--- config.mk ---
export PLATFORM = sky130hd
export DESIGN_NAME = iso_cycle_timer
export DESIGN_NICKNAME = d
export VERILOG_FILES = /design/src/rtl/iso_ct_pkg.sv /design/src/rtl/iso_ct_stage.sv /design/src/rtl/iso_ct_sel.sv /design/src/rtl/iso_cycle_timer.sv
export SDC_FILE = /design/constraint.sdc
export NUM_CORES = 1
export LEC_CHECK = 0
export ABC_CLOCK_PERIOD_IN_PS = 2100
export BUFFER_PORTS_ARGS = -buffer_cell sky130_fd_sc_hd__buf_2
export CORE_UTILIZATION = 40
export CTS_CLUSTER_SIZE = 10
export DETAILED_ROUTE_END_ITERATION = 10
export PLACE_DENSITY = 0.71
export SYNTH_ARGS = -nofsm -noshare
export SYNTH_HDL_FRONTEND = slang
export SYNTH_SLANG_ARGS = --single-unit
--- constraint.sdc ---
create_clock -name clk -period 2.1 [get_ports clk]
set_input_delay 0.21 -clock clk [delete_from_list [all_inputs] [get_ports clk]]
set_output_delay 0.21 -clock clk [all_outputs]
set_load 0.02 [all_outputs]
--- src/rtl/iso_ct_pkg.sv ---
package iso_ct_pkg;
  // Source of the next timer value, lowest priority first
  typedef enum logic [1:0] {
    SRC_HOLD  = 2'd0,
    SRC_COUNT = 2'd1,
    SRC_RX    = 2'd2,
    SRC_SW    = 2'd3
  } ct_src_e;
endpackage

--- src/rtl/iso_ct_stage.sv ---
// One modular counting field: advance, wrap with carry, optional hold at top,
// or forced clear that counts as a boundary.
module iso_ct_stage #(
  parameter int MOD = 3072,
  localparam int W = $clog2(MOD)
) (
  input  logic [W-1:0] cur,
  input  logic         inc,
  input  logic         clr,
  input  logic         sat,
  output logic [W-1:0] nxt,
  output logic         carry
);
  localparam logic [W-1:0] LAST = W'(MOD - 1);

  always_comb begin
    nxt   = cur;
    carry = 1'b0;
    if (clr) begin
      nxt   = '0;
      carry = 1'b1;
    end else if (inc) begin
      if (cur >= LAST) begin
        if (!sat) begin
          nxt   = '0;
          carry = 1'b1;
        end
      end else begin
        nxt = cur + 1'b1;
      end
    end
  end
endmodule

--- src/rtl/iso_ct_sel.sv ---
// Priority selection of the next-value source.
module iso_ct_sel
  import iso_ct_pkg::*;
(
  input  logic    sw_wr,
  input  logic    rx_valid,
  input  logic    master,
  input  logic    run_en,
  output ct_src_e src
);
  always_comb begin
    if (sw_wr)                   src = SRC_SW;
    else if (rx_valid && !master) src = SRC_RX;
    else if (run_en)             src = SRC_COUNT;
    else                         src = SRC_HOLD;
  end
endmodule

--- src/rtl/iso_cycle_timer.sv ---
module iso_cycle_timer
  import iso_ct_pkg::*;
#(
  parameter int OFF_MOD = 3072,
  parameter int CNT_MOD = 8000,
  parameter int SEC_MOD = 128,
  localparam int OFF_W = $clog2(OFF_MOD),
  localparam int CNT_W = $clog2(CNT_MOD),
  localparam int SEC_W = $clog2(SEC_MOD),
  localparam int TW    = OFF_W + CNT_W + SEC_W
) (
  input  logic          clk,
  input  logic          rst_n,
  input  logic          tick_en,
  input  logic          run_en,
  input  logic          master_mode,
  input  logic          ext_mode,
  input  logic          ext_tick,
  input  logic          rx_cs_valid,
  input  logic [TW-1:0] rx_cs_data,
  input  logic          sw_wr,
  input  logic [TW-1:0] sw_data,
  output logic [TW-1:0] timer,
  output logic [TW-1:0] tx_cs_data,
  output logic          cyc_strobe
);
  localparam int CNT_LO = OFF_W;
  localparam int SEC_LO = OFF_W + CNT_W;

  logic [TW-1:0]    timer_q, timer_d;
  logic             strobe_q, strobe_d;
  logic [OFF_W-1:0] off_n;
  logic [CNT_W-1:0] cnt_n;
  logic [SEC_W-1:0] sec_n;
  logic             off_carry, cnt_carry, sec_carry_unused;
  ct_src_e          src;

  iso_ct_stage #(.MOD(OFF_MOD)) u_off (
    .cur   (timer_q[OFF_W-1:0]),
    .inc   (tick_en),
    .clr   (ext_mode & ext_tick),
    .sat   (ext_mode),
    .nxt   (off_n),
    .carry (off_carry)
  );

  iso_ct_stage #(.MOD(CNT_MOD)) u_cnt (
    .cur   (timer_q[SEC_LO-1:CNT_LO]),
    .inc   (off_carry),
    .clr   (1'b0),
    .sat   (1'b0),
    .nxt   (cnt_n),
    .carry (cnt_carry)
  );

  iso_ct_stage #(.MOD(SEC_MOD)) u_sec (
    .cur   (timer_q[TW-1:SEC_LO]),
    .inc   (cnt_carry),
    .clr   (1'b0),
    .sat   (1'b0),
    .nxt   (sec_n),
    .carry (sec_carry_unused)
  );

  iso_ct_sel u_sel (
    .sw_wr    (sw_wr),
    .rx_valid (rx_cs_valid),
    .master   (master_mode),
    .run_en   (run_en),
    .src      (src)
  );

  // Next-state
  always_comb begin
    timer_d  = timer_q;
    strobe_d = 1'b0;
    unique case (src)
      SRC_SW:    timer_d = sw_data;
      SRC_RX:    timer_d = rx_cs_data;
      SRC_COUNT: begin
        timer_d  = {sec_n, cnt_n, off_n};
        strobe_d = off_carry;
      end
      default: ;
    endcase
  end

  // Registers
  always_ff @(posedge clk or negedge rst_n) begin
    if (!rst_n) begin
      timer_q  <= '0;
      strobe_q <= 1'b0;
    end else begin
      timer_q  <= timer_d;
      strobe_q <= strobe_d;
    end
  end

  assign timer      = timer_q;
  assign cyc_strobe = strobe_q;
  assign tx_cs_data = master_mode ? timer_q : '0;
endmodule

# [After elaboration in Yosys (flattened, before gate mapping)]
# Index checks and enable logic that the tools add are counted.
[op_classes] add_sub_neg=3 order_cmp=3 eq_ne=7 n_mux=20 bitwise_logic=1 reduce_logical=6
[ops] cell="case mux 32 bit (3 select lines)" n=1
[ops] cell="two-way mux 12 bit" n=4
[ops] cell="two-way mux 32 bit" n=1
[ops] cell="two-way mux 13 bit" n=2
[ops] cell="two-way mux 7 bit" n=2
[ops] cell="adder 13 x 1 -> 13 bit (second input constant)" n=1
[ops] cell=">= comparator 13 bit (second input constant)" n=1
[ops] cell="adder 12 x 1 -> 12 bit (second input constant)" n=1
[ops] cell=">= comparator 12 bit (second input constant)" n=1
[ops] cell="two-way mux 1 bit" n=8
[ops] cell="adder 7 x 1 -> 7 bit (second input constant)" n=1
[ops] cell=">= comparator 7 bit (second input constant)" n=1
[ops] cell="== test 2 bit (second input constant)" n=2
[ops] cell="two-way mux 2 bit" n=2
[ops] cell="inequality test 2 bit (second input constant)" n=2
[ops] cell="inequality test 4 x 3 -> 1 bit (second input constant)" n=1
[ops] cell="AND reduction 2 bit" n=2
[ops] cell="inequality test 3 x 2 -> 1 bit (second input constant)" n=1
[ops] cell="AND reduction 3 bit" n=1
[ops] cell="nonzero test 3 bit" n=1
[ops] cell="== test 2 x 1 -> 1 bit (second input constant)" n=1
[ops] cell="bitwise AND 1 bit" n=1
[ops] cell="logical AND 1 bit" n=1
[ops] cell="logical NOT 1 bit" n=1
[word_totals] reg_bits=33 inputBits=73 out_inout_bits=65

# [Logic depth before layout (Yosys ltp)]
# Gate-level depths: netlist of the first run.
[logic_depth] depth_word=7 depth_mapped=10 mapped_depth_nobuf=9

# [By module]
# A second synthesis of the first run with hierarchy kept.
[unflattened] cells_unflattened=435 area_unflattened_um2=3783.6
[modules_own_cells] module="iso_cycle_timer" instances=1 cells_each=226 area_each_um2=2369.8 seq_area_each_um2=825.8
[modules_own_cells] module="iso_ct_stage (u_cnt)" instances=1 cells_each=86 area_each_um2=579.3 seq_area_each_um2=0.0
[modules_own_cells] module="iso_ct_stage (u_off)" instances=1 cells_each=83 area_each_um2=563.0 seq_area_each_um2=0.0
[modules_own_cells] module="iso_ct_stage (u_sec)" instances=1 cells_each=37 area_each_um2=244.0 seq_area_each_um2=0.0
[modules_own_cells] module="iso_ct_sel" instances=1 cells_each=3 area_each_um2=27.5 seq_area_each_um2=0.0

# [Worst setup path after synthesis of the first run]
# No wires, ideal clock.
[synth_path] path_type="reg-to-reg" start="register timer_q[0] (netlist: timer[0])" end="register timer_q[25] (netlist: timer[25])" t_arrival_ns=1.941 t_required_ns=1.975 setup_slack_ns=0.035 stages_incl_launch_ff=8 n_path_buf=1 synth_period_minus_slack_ns=2.065 path_cell_list="dfrtp_1 > ha_1 > and4_4 > and3_4 > buf_6 > o221a_2 > nand2_2 > mux2_2"
[synth_between] elab_chain_len=7
[synth_lines] element="start, declared" line_no="iso_cycle_timer.sv:30" source="logic [TW-1:0] timer_q, timer_d;"
[synth_lines] element="start signal, assigned" line_no="iso_cycle_timer.sv:94" source="timer_q <= timer_d;"
[synth_lines] element=">= comparator 12 bit" line_no="iso_ct_stage.sv:23" source="if (cur >= LAST) begin"
[synth_lines] element="two-way mux 1 bit" line_no="iso_ct_stage.sv:23"
[synth_lines] element="two-way mux 1 bit" line_no="iso_ct_stage.sv:22" source="end else if (inc) begin"
[synth_lines] element="two-way mux 1 bit" line_no="iso_ct_stage.sv:19" source="if (clr) begin"
[synth_lines] element="two-way mux 1 bit" line_no="iso_ct_stage.sv:22"
[synth_lines] element="inequality test 2 bit (no line)"
[synth_lines] element="AND reduction 2 bit (no line)"
# No other way between the ends.
# A chain may end at the register's enable or synchronous reset.

# [Worst setup path in the final report of the first run]
[layout_path] start="register timer_q[1] (netlist: timer[1])" end="register timer_q[9] (netlist: timer[9])"
[layout_between] elab_chain_len=5
[layout_lines] element="adder 12 x 1 -> 12 bit / >= comparator 12 bit (equally long branches)" line_no="iso_ct_stage.sv:29, iso_ct_stage.sv:23"
[layout_lines] element="two-way mux 12 bit" line_no="iso_ct_stage.sv:23"
[layout_lines] element="two-way mux 12 bit" line_no="iso_ct_stage.sv:22"
[layout_lines] element="two-way mux 12 bit" line_no="iso_ct_stage.sv:19"
[layout_lines] element="case mux 32 bit (3 select lines)" line_no="iso_cycle_timer.sv:77" source="unique case (src)"
# Several ways; a longest one is shown, not always the timed one. The select of a mux whose other input is x is not followed.

==> results of run 1 <==
==> placed cells by master (no fill, tap or decap), drive strengths merged, types with 5 or more instances in the layout <==
cell	instances
buf	168
nand2	58
o21ai	44
and2	34
dfrtp	33
a21oi	24
nor2	23
nand3	12
inv	10
a31oi	10
o2bb2ai	9
o31ai	7
clkbuf	7
o311a	6
ha	6
mux2	5
o311ai	5
==> worst paths after layout <==
check                             to   startpoint  cells past startpoint
setup / recovery            timer[9]     timer[1]                      6
hold / removal             timer[20]        rst_n                      1
setup reg to reg            timer[9]     timer[1]                      6
hold reg to reg             timer[8]     timer[8]                      1
max in group asynchronous  timer[10]        rst_n                      1
min in group clk           timer[30]  sw_data[30]                      3
==> critical path: stages, from the launching register on <==
cell     delay, ps
dfrtp_1        440
ha_1           220
and4_4         200
and3_4         200
a21o_1         310
o41ai_2        380
a22o_1         170
==> per-layer routing <==
layer | global-route usage | up-vias | share of wire
met5 | 0 | - | 0
met4 | 0.0621 | 0 | 0.0080
met3 | 0.0457 | 6 | 0.059
met2 | 0.428 | 129 | 0.49
met1 | 0.308 | 1568 | 0.45
li1 | - | 1658 | -
==> state kept, by name, indices dropped and copies added, names as in the netlist <==
name,flops
timer,32
cyc_strobe,1
==> layout make-up <==
type / count / area share
tap: 80 / 0.0257
multi-input combinational: 303 / 0.470
inverter: 10 / 0.00965
clock buffer: 7 / 0.0222
timing repair buffer: 168 / 0.252
clock inverter: 1 / 0.00772
sequential: 33 / 0.212
==> power by group through the flow <==
stage | Clock (mW) | Sequential (mW) | Combinational, mW
2_1_floorplan | 0 | 1.32 | 0.856
3_3_place_gp | 0 | 1.10 | 1.77
3_5_place_dp | 0 | 1.11 | 1.80
4_1_cts | 0.646 | 1.09 | 1.81
5_1_grt | 0.677 | 1.14 | 1.97
6_report | 0.633 | 1.10 | 1.80
==> through the flow <==
step	std cells	power, mW
after floorplan	367	2.17
after global placement	594	2.87
after detailed placement	594	2.91
after CTS	602	3.55
after global routing	602	3.79
final	602	3.53
==> cell families after synthesis <==
kind of cell / synth area share
xor+xnor: 0.00943
mux: 0.0202
buf+inv: 0.0503
compound gates: 0.322
flops: 0.296
simple gates: 0.275
fa+ha+maj: 0.0269
==> impl_metrics.yaml, run 1 <==
outcome:
  outcome: "finished with violations"
  violations: "hold timing"
cells_and_area:
  num_antenna_cells: 0
  fin_area_sq_um: 3890
  multi_input_area_sq_um: 1830
  final_core_util: 0.576
  fillers: 667
  drive_above_1_share: 0.366
  regArea_sq_um: 826
  finalNetCount: 600
  syn2layout_area_growth_pct: 39.5
clock_network:
  cts_repair_resize_count: 0
  clkTransAtPathRegs_ps: 70
  htree_levels: 2
  cts_tree: "yes"
  postCtsHoldBufs: 0
  postCtsSetupBuffers: 0
  cts.sinks: 33
  clk_path_buf_depth: 2
  clkLatencyLatePin_ps: 290
  cts_root_buf: "clkbuf_8"
  numCtsBuffers: 5
placed_design:
  port_buffers: 137
  dp_hpwl_mm: 6.66
  post-place-ws_ps: -58.4
  placed_cell_area_sq_um: 3770
  place_congestion: 0.908
worst_setup_path:
  cp_max_fo: 11
  start_kind: "flip-flop"
  r2r_setup_slack_ps: 120
  worst_setup_path_end_kind: "flip-flop"
  arrival_ps: 2210
  timing_worst_setup_path_type: "flip-flop to flip-flop"
  crit_required_ps: 2320
pwr:
  vdd_ir_drop_max_v: 0.000381
  clkPwrFrac: 0.179
  swShare: 0.444
  p_leak_nw: 1.88
  switchingPower_mw: 1.57
  power.internal_mw: 1.96
  power.density_nw_per_um2: 907
  p_comb_frac: 0.510
  seqPwrFrac: 0.311
synth:
  synthCells: 367
  synth_area_leaders: "dfrtp_1 30%, nand2_1 7.7%, and2_1 7.6%"
  synth.most_common_cell: "nand2_1"
  ys_seq_area_frac: 0.296
  yosys_warnings: 0
  yosys.area.top_type: "dfrtp_1"
  async_reset_ff_frac: 1.00
  synth_nets: 446
  syn_area_sq_um: 2790
  synthFlopType: "dfrtp_1"
  syn_avg_cell_area_sq_um: 7.60
  synth.distinct_cells: 56
  synth_commonest_cells: "57 x nand2_1, 42 x o21ai_0, 34 x and2_1"
  synth_seq_cells: 33
  synth_edf_count: 0
  synth_top_area_frac: 0.296
sta:
  final.setup.tns_ps: 0
  finalCritPeriodShare: 0.943
  worst_slack_ps: 119
  worst_pin_slew_ps: 789
  hold_violations: 1
  maxSlewHeadroom: 0.474
  setup_viol: 0
  period_needed_ps: 1980
  fin_skew_ps: 5.99
  rsz0062_at_grt: "no"
  slew_violations: 0
  timing.hold.ws_ps: -0.257
  fmaxAchievable_mhz: 505
detailed_routing:
  drc: 0
  routed_wl_mm: 8.76
  ant_nets: 0
  wl_per_cell_um: 14.6
  vias_per_cell: 5.58
  vias: 3361
  drt_pre_antenna_iters: 5
  drtIter0Drc: 122
grt:
  grt_pass1_wl_mm: 14.2
  grt_pass1_vias: 3045
  antenna_found_initial: 0
  grt_max_degree: 34
  grt-ovfl-total: 0
  grt_use_total: 0.244
floorplanning:
  num_rows: 30
  die_w_um: 85.5
  ios: 138
  core_sq_um: 6760
  die_h_um: 85.5
  initial_core_util: 0.413
  die-area_sq_um: 7310
run:
  drv_cap: 0
worst_hold_path:
  min_path_type: "primary input to async pin"
(Power assumes the default switching activity.)
==> run 2, diff against run 1 <==
Settings changed: ABC_AREA set to 1, PLACE_DENSITY 0.71 to 0.7, SLEW_MARGIN set to 20.
==> run 2 against run 1 <==
The flow still finishes with violations (hold timing). Clock skew increased by 5.0 ps. Largest cell class unchanged. Sequential cell count unchanged. Sequential power decreased by 7%. Final area increased by 1.6%.
==> impl_metrics.yaml, run 2 <==
outcome:
  outcome: "finished with violations"
  violations: "hold timing"
sta:
  fin_skew_ps: 11.0
  maxSlewHeadroom: 0.477
  period_needed_ps: 1880
  rsz0062_at_grt: "no"
  fmaxAchievable_mhz: 532
  timing.hold.ws_ps: -2.29
  worst_pin_slew_ps: 785
  final.setup.tns_ps: 0
  finalCritPeriodShare: 0.894
  setup_viol: 0
  hold_violations: 2
  slew_violations: 0
worst_setup_path:
  worst_setup_path_end_kind: "flip-flop"
  arrival_ps: 2060
  ff2ff_path_depth: 12
  start_kind: "flip-flop"
  crit_required_ps: 2280
  timing_worst_setup_path_type: "flip-flop to flip-flop"
  cp_max_fo: 14
cells_and_area:
  largest_reg_flops: 32
  layout_common_cells: "186 x nand2_1, 137 x buf_2, 65 x inv_1"
  finalNetCount: 737
  final_core_util: 0.539
  layout_commonest_cell: "nand2_1"
  syn2layout_area_growth_pct: 28.5
  num_antenna_cells: 0
  drive_above_1_share: 0.284
  fillers: 765
grt:
  grt-ovfl-total: 0
  grt_max_degree: 34
  grt_pass1_vias: 3310
  grt_pass1_wl_mm: 14.9
  antenna_found_initial: 0
  grt_use_total: 0.239
pwr:
  vdd_ir_drop_max_v: 0.000320
  p_leak_nw: 2.44
  power.density_nw_per_um2: 722
clock_network:
  cts_repair_resize_count: 0
  clkLatencyLatePin_ps: 290
  clk_path_buf_depth: 2
  cts_root_buf: "clkbuf_8"
  clkTransAtPathRegs_ps: 70
  cts.sinks: 33
  postCtsHoldBufs: 0
  numCtsBuffers: 5
  htree_levels: 2
  cts_tree: "yes"
  postCtsSetupBuffers: 0
placed_design:
  port_buffers: 137
  place_congestion: 0.908
  dp_hpwl_mm: 6.98
synth:
  synth_commonest_cells: "186 x nand2_1, 65 x inv_1, 59 x nor2_1"
  synth_seq_cells: 33
  synth_top_area_frac: 0.269
  synth.most_common_cell: "nand2_1"
  ys_seq_area_frac: 0.269
  synthCells: 525
  yosys.area.top_type: "dfrtp_1"
  syn_area_sq_um: 3080
  synth.distinct_cells: 31
  async_reset_ff_frac: 1.00
  synth_edf_count: 0
  synth_area_leaders: "dfrtp_1 27%, nand2_1 23%, nand3_1 8.0%"
  yosys_warnings: 0
  syn_avg_cell_area_sq_um: 5.86
  synth_nets: 604
  synthFlopType: "dfrtp_1"
detailed_routing:
  vias_per_cell: 4.86
  dr.max_layer_used: "met4"
  drtIter0Drc: 141
  drc: 0
  route.met3.wl_um: 622
  wl_per_cell_um: 12.2
  vias: 3687
  wl_met1_mm: 4.14
  ant_nets: 0
  drt_pre_antenna_iters: 6
  routed_wl_mm: 9.23
  dr_wl_met2_mm: 4.40
floorplanning:
  die_h_um: 89.7
  die-area_sq_um: 8040
  core_sq_um: 7330
  die_w_um: 89.7
  ios: 138
  num_rows: 31
  initial_core_util: 0.420
worst_hold_path:
  min_path_type: "primary input to async pin"
run:
  drv_cap: 0
==> run 2: cell count changes after synthesis, sizes merged, moves of 6 or more <==
cell / delta
o31ai: -7
nand2: +134
o21ai: -28
inv: +57
nor2: +38
xor2: +6
or2: +14
o2bb2ai: -9
a21oi: +11
nand3: +38
o311a: -6
and2: -34
a31oi: -9
==> run 2: cell families after synthesis <==
logic type                 Yosys count  synth area share
AOI/OAI and AO/OA                   54            0.0903
xor gates and xnor gates            11            0.0313
adders and majority gates            6            0.0244
buffers and inverters               92             0.122
DFF                                 33             0.269
and+or+nand+nor                    329             0.463
==> run 2: final cells by class <==
| cell class | count | area [sq um] | share of cell area |
|---|---|---|---|
| inverter | 67 | 254 | 0.0643 |
| tap | 99 | 124 | 0.0313 |
| timing repair buffer | 151 | 791 | 0.200 |
| multi-input combinational | 400 | 1870 | 0.474 |
| clock buffer | 6 | 72.6 | 0.0184 |
| clock inverter | 2 | 10.0 | 0.00253 |
| sequential | 33 | 826 | 0.209 |
==> run 2: through the flow <==
step | setup slack, ps | total power [mW] | instance area [sq um] | std cells
floorplan | 266 | 1.90 | 3080 | 525
global placement | 178 | 2.36 | 3870 | 750
detailed placement | 119 | 2.38 | 3870 | 750
CTS | 197 | 2.86 | 3950 | 758
global route | 59.6 | 3.10 | 3950 | 758
finish | 222 | 2.85 | 3950 | 758
==> run 2: final timing paths <==
kind	start	slack (ps)	end
max	timer[0]	220	timer[24]
min	rst_n	-2	timer[14]
max reg2reg	timer[0]	220	timer[24]
min reg2reg	timer[1]	570	timer[1]
max in group asynchronous	rst_n	1590	timer[2]
min in group clk	sw_data[20]	230	timer[20]
==> run 2: metal layers <==
metal / vias to the layer above / track usage
met4: 0 / 0.0505
li1: 1884 / -
met2: 126 / 0.421
met5: - / 0
met1: 1669 / 0.308
met3: 8 / 0.0366
==> run 2: where the power goes <==
part | switching, mW | total [mW] | leakage (nW) | internal, mW
clock | 0.249 | 0.479 | 0.0450 | 0.230
combinational | 0.847 | 1.35 | 1.99 | 0.507
sequential | 0.254 | 1.02 | 0.406 | 0.766
==> run 2: critical path, cell delays in order, from the launching register on <==
cell     delay, ps
dfrtp_1        440
ha_1           190
nand2_1        130
nor2_4         160
nand3_2        130
nand2_2         90
nand2_2         70
nand2_4         90
nand2_4         60
nand2_4        180
inv_4          110
nand2_1         80
nand2_1         60
==> run 3, diff against run 2 <==
==> constraint.sdc (replaced) <==
create_clock -name clk -period 2.1 [get_ports clk]
set_input_delay 0 -clock clk [delete_from_list [all_inputs] [get_ports clk]]
set_output_delay 0 -clock clk [all_outputs]
set_load 0.02 [all_outputs]
==> run 3 against run 2 <==
Setup slack lost 58 ps. Hold slack better by 18 ps. Die area did not move. Sequential power about the same. The run now ends clean. Combinational power is essentially flat. Non-clock buffer count is 2 lower. Largest power group unchanged. Largest cell class unchanged. Fmax down 3.0%. Critical path depth is 1 lower. Register-to-register slack worse by 60 ps.
==> impl_metrics.yaml, run 3 (synthesized netlist as in run 2, its figures left out) <==
outcome:
  outcome: "finished, final reports clean"
worst_setup_path:
  crit_required_ps: 2330
  ff2ff_path_depth: 11
  timing.rr.start: "timer[0]"
  crit_slowest_cell: "dfrtp_1"
  timing_worst_setup_path_type: "flip-flop to flip-flop"
  arrival_ps: 2160
  r2r-end: "timer[10]"
  path_cells: "ha_1, nand2_1, nor2_4, nand3_2, nand2_2, o21ai_0, nand2_2, buf_4, nor2_1, nand2_1, nand2_1"
  start_kind: "flip-flop"
  cp_slowest_stage_delay_ps: 440
  critPathMostFrequentCell: "nand2_1"
  cp_max_fo: 9
  worst_setup_path_end_kind: "flip-flop"
  r2r_setup_slack_ps: 160
floorplanning:
  initial_core_util: 0.420
  ios: 138
  die_h_um: 89.7
  die-area_sq_um: 8040
  core_sq_um: 7330
  die_w_um: 89.7
  num_rows: 31
detailed_routing:
  drt_pre_antenna_iters: 4
  vias_per_cell: 4.84
  routed_wl_mm: 9.21
  ant_nets: 0
  drtIter0Drc: 130
  drc: 0
  vias: 3658
  wl_per_cell_um: 12.2
cells_and_area:
  fin_area_sq_um: 3980
  drive_above_1_share: 0.282
  syn2layout_area_growth_pct: 29.3
  final_core_util: 0.542
  largest_reg_flops: 32
  layout_commonest_cell: "nand2_1"
  layout_common_cells: "185 x nand2_1, 137 x buf_2, 65 x inv_1"
  finalNetCount: 735
  num_antenna_cells: 0
clock_network:
  cts_root_buf: "clkbuf_8"
  numCtsBuffers: 5
  clkTransAtPathRegs_ps: 70
  postCtsSetupBuffers: 0
  cts_tree: "yes"
  clk_path_buf_depth: 2
  htree_levels: 2
  cts.sinks: 33
  clkLatencyLatePin_ps: 290
sta:
  worst_slack_ps: 164
  fmaxAchievable_mhz: 517
  hold_violations: 0
  fin_skew_ps: 8.63
  period_needed_ps: 1940
  finalCritPeriodShare: 0.922
  slew_violations: 0
  timing.hold.ws_ps: 15.8
  rsz0062_at_grt: "no"
  maxSlewHeadroom: 0.470
  worst_pin_slew_ps: 795
  final.setup.tns_ps: 0
  setup_viol: 0
pwr:
  power.density_nw_per_um2: 751
  p_leak_nw: 2.44
  p_comb_frac: 0.448
  switchingPower_mw: 1.34
  power.internal_mw: 1.65
  vdd_ir_drop_max_v: 0.000419
  clkPwrFrac: 0.209
  seqPwrFrac: 0.343
  swShare: 0.447
worst_hold_path:
  holdPathStages: 5
  holdCritStartpoint: "sw_data[28]"
  worst_hold_path.endpoint: "timer[28]"
  min_path_type: "primary input to flip-flop"
placed_design:
  port_buffers: 137
  dp_hpwl_mm: 7.08
  placed_cell_area_sq_um: 3850
  post-place-ws_ps: 168
  place_congestion: 0.876
run:
  drv_cap: 0
grt:
  grt-ovfl-total: 0
  grt_pass1_vias: 3361
  antenna_found_initial: 0
  grt_pass1_wl_mm: 15.1
  grt_use_total: 0.244
  grt_max_degree: 34
[run 3: through the flow]
| stage | total power, mW | std cells |
|---|---|---|
| 2_1_floorplan | 1.90 | 525 |
| 3_3_place_gp | 2.35 | 747 |
| 3_5_place_dp | 2.37 | 747 |
| 4_1_cts | 3.00 | 756 |
| 5_1_grt | 3.23 | 756 |
| 6_report | 2.99 | 756 |
[run 3: final cells by class]
| class | instances | area (sq um) |
|---|---|---|
| Multi-Input combinational cell | 400 | 1880 |
| Clock inverter | 1 | 30.0 |
| Timing Repair Buffer | 149 | 778 |
| Inverter | 67 | 254 |
| Tap cell | 99 | 124 |
| Clock buffer | 7 | 86.3 |
| Sequential cell | 33 | 826 |
| Fill cell | 756 | 3360 |
[run 3: what timing repair did]
| item | CTS | global route |
|---|---|---|
| endpoints found under the setup margin | 0 | 8 |
| endpoints found under the hold margin | 33 | 0 |
| resized for setup | 0 | 1 |
| hold buffers | 1 | 0 |
[run 3: worst max-delay path by stage]
stage,from,to,slack (ps),cells after the start
2_1_floorplan,timer[0],timer[16],340,13
3_3_place_gp,timer[0],timer[2],210,11
3_5_place_dp,timer[0],timer[10],170,11
4_1_cts,timer[0],timer[10],130,11
5_1_grt,timer[0],timer[1],30,11
6_report,timer[0],timer[10],160,11
[run 3: per-layer routing]
metal | wire (um) | part of all wire | global-route usage | vias up
li1 | - | - | - | 1883
met1 | 4030 | 0.44 | 0.308 | 1625
met2 | 4390 | 0.48 | 0.429 | 138
met3 | 666 | 0.072 | 0.0402 | 12
met4 | 126 | 0.014 | 0.0664 | 0
met5 | 0 | 0 | 0 | -
[run 3: power by group through the flow]
stage                     logic (mW)  registers, mW  clock network, mW
after detailed placement        1.34           1.04                  0
after global routing            1.52           1.06              0.657
after global placement          1.33           1.03                  0
final                           1.34           1.03              0.623
after floorplan                0.788           1.11                  0
after CTS                       1.34           1.02              0.633
[run 3: worst max-delay path: cells and delay by family, from the launching register on]
family                   cells  cell delay [ps]
AO/OA/AOI/OAI                1              190
adder cells (fa/ha/maj)      1              230
buffers and inverters        1              200
flip-flops                   1              440
AND/OR/NAND/NOR              8              800
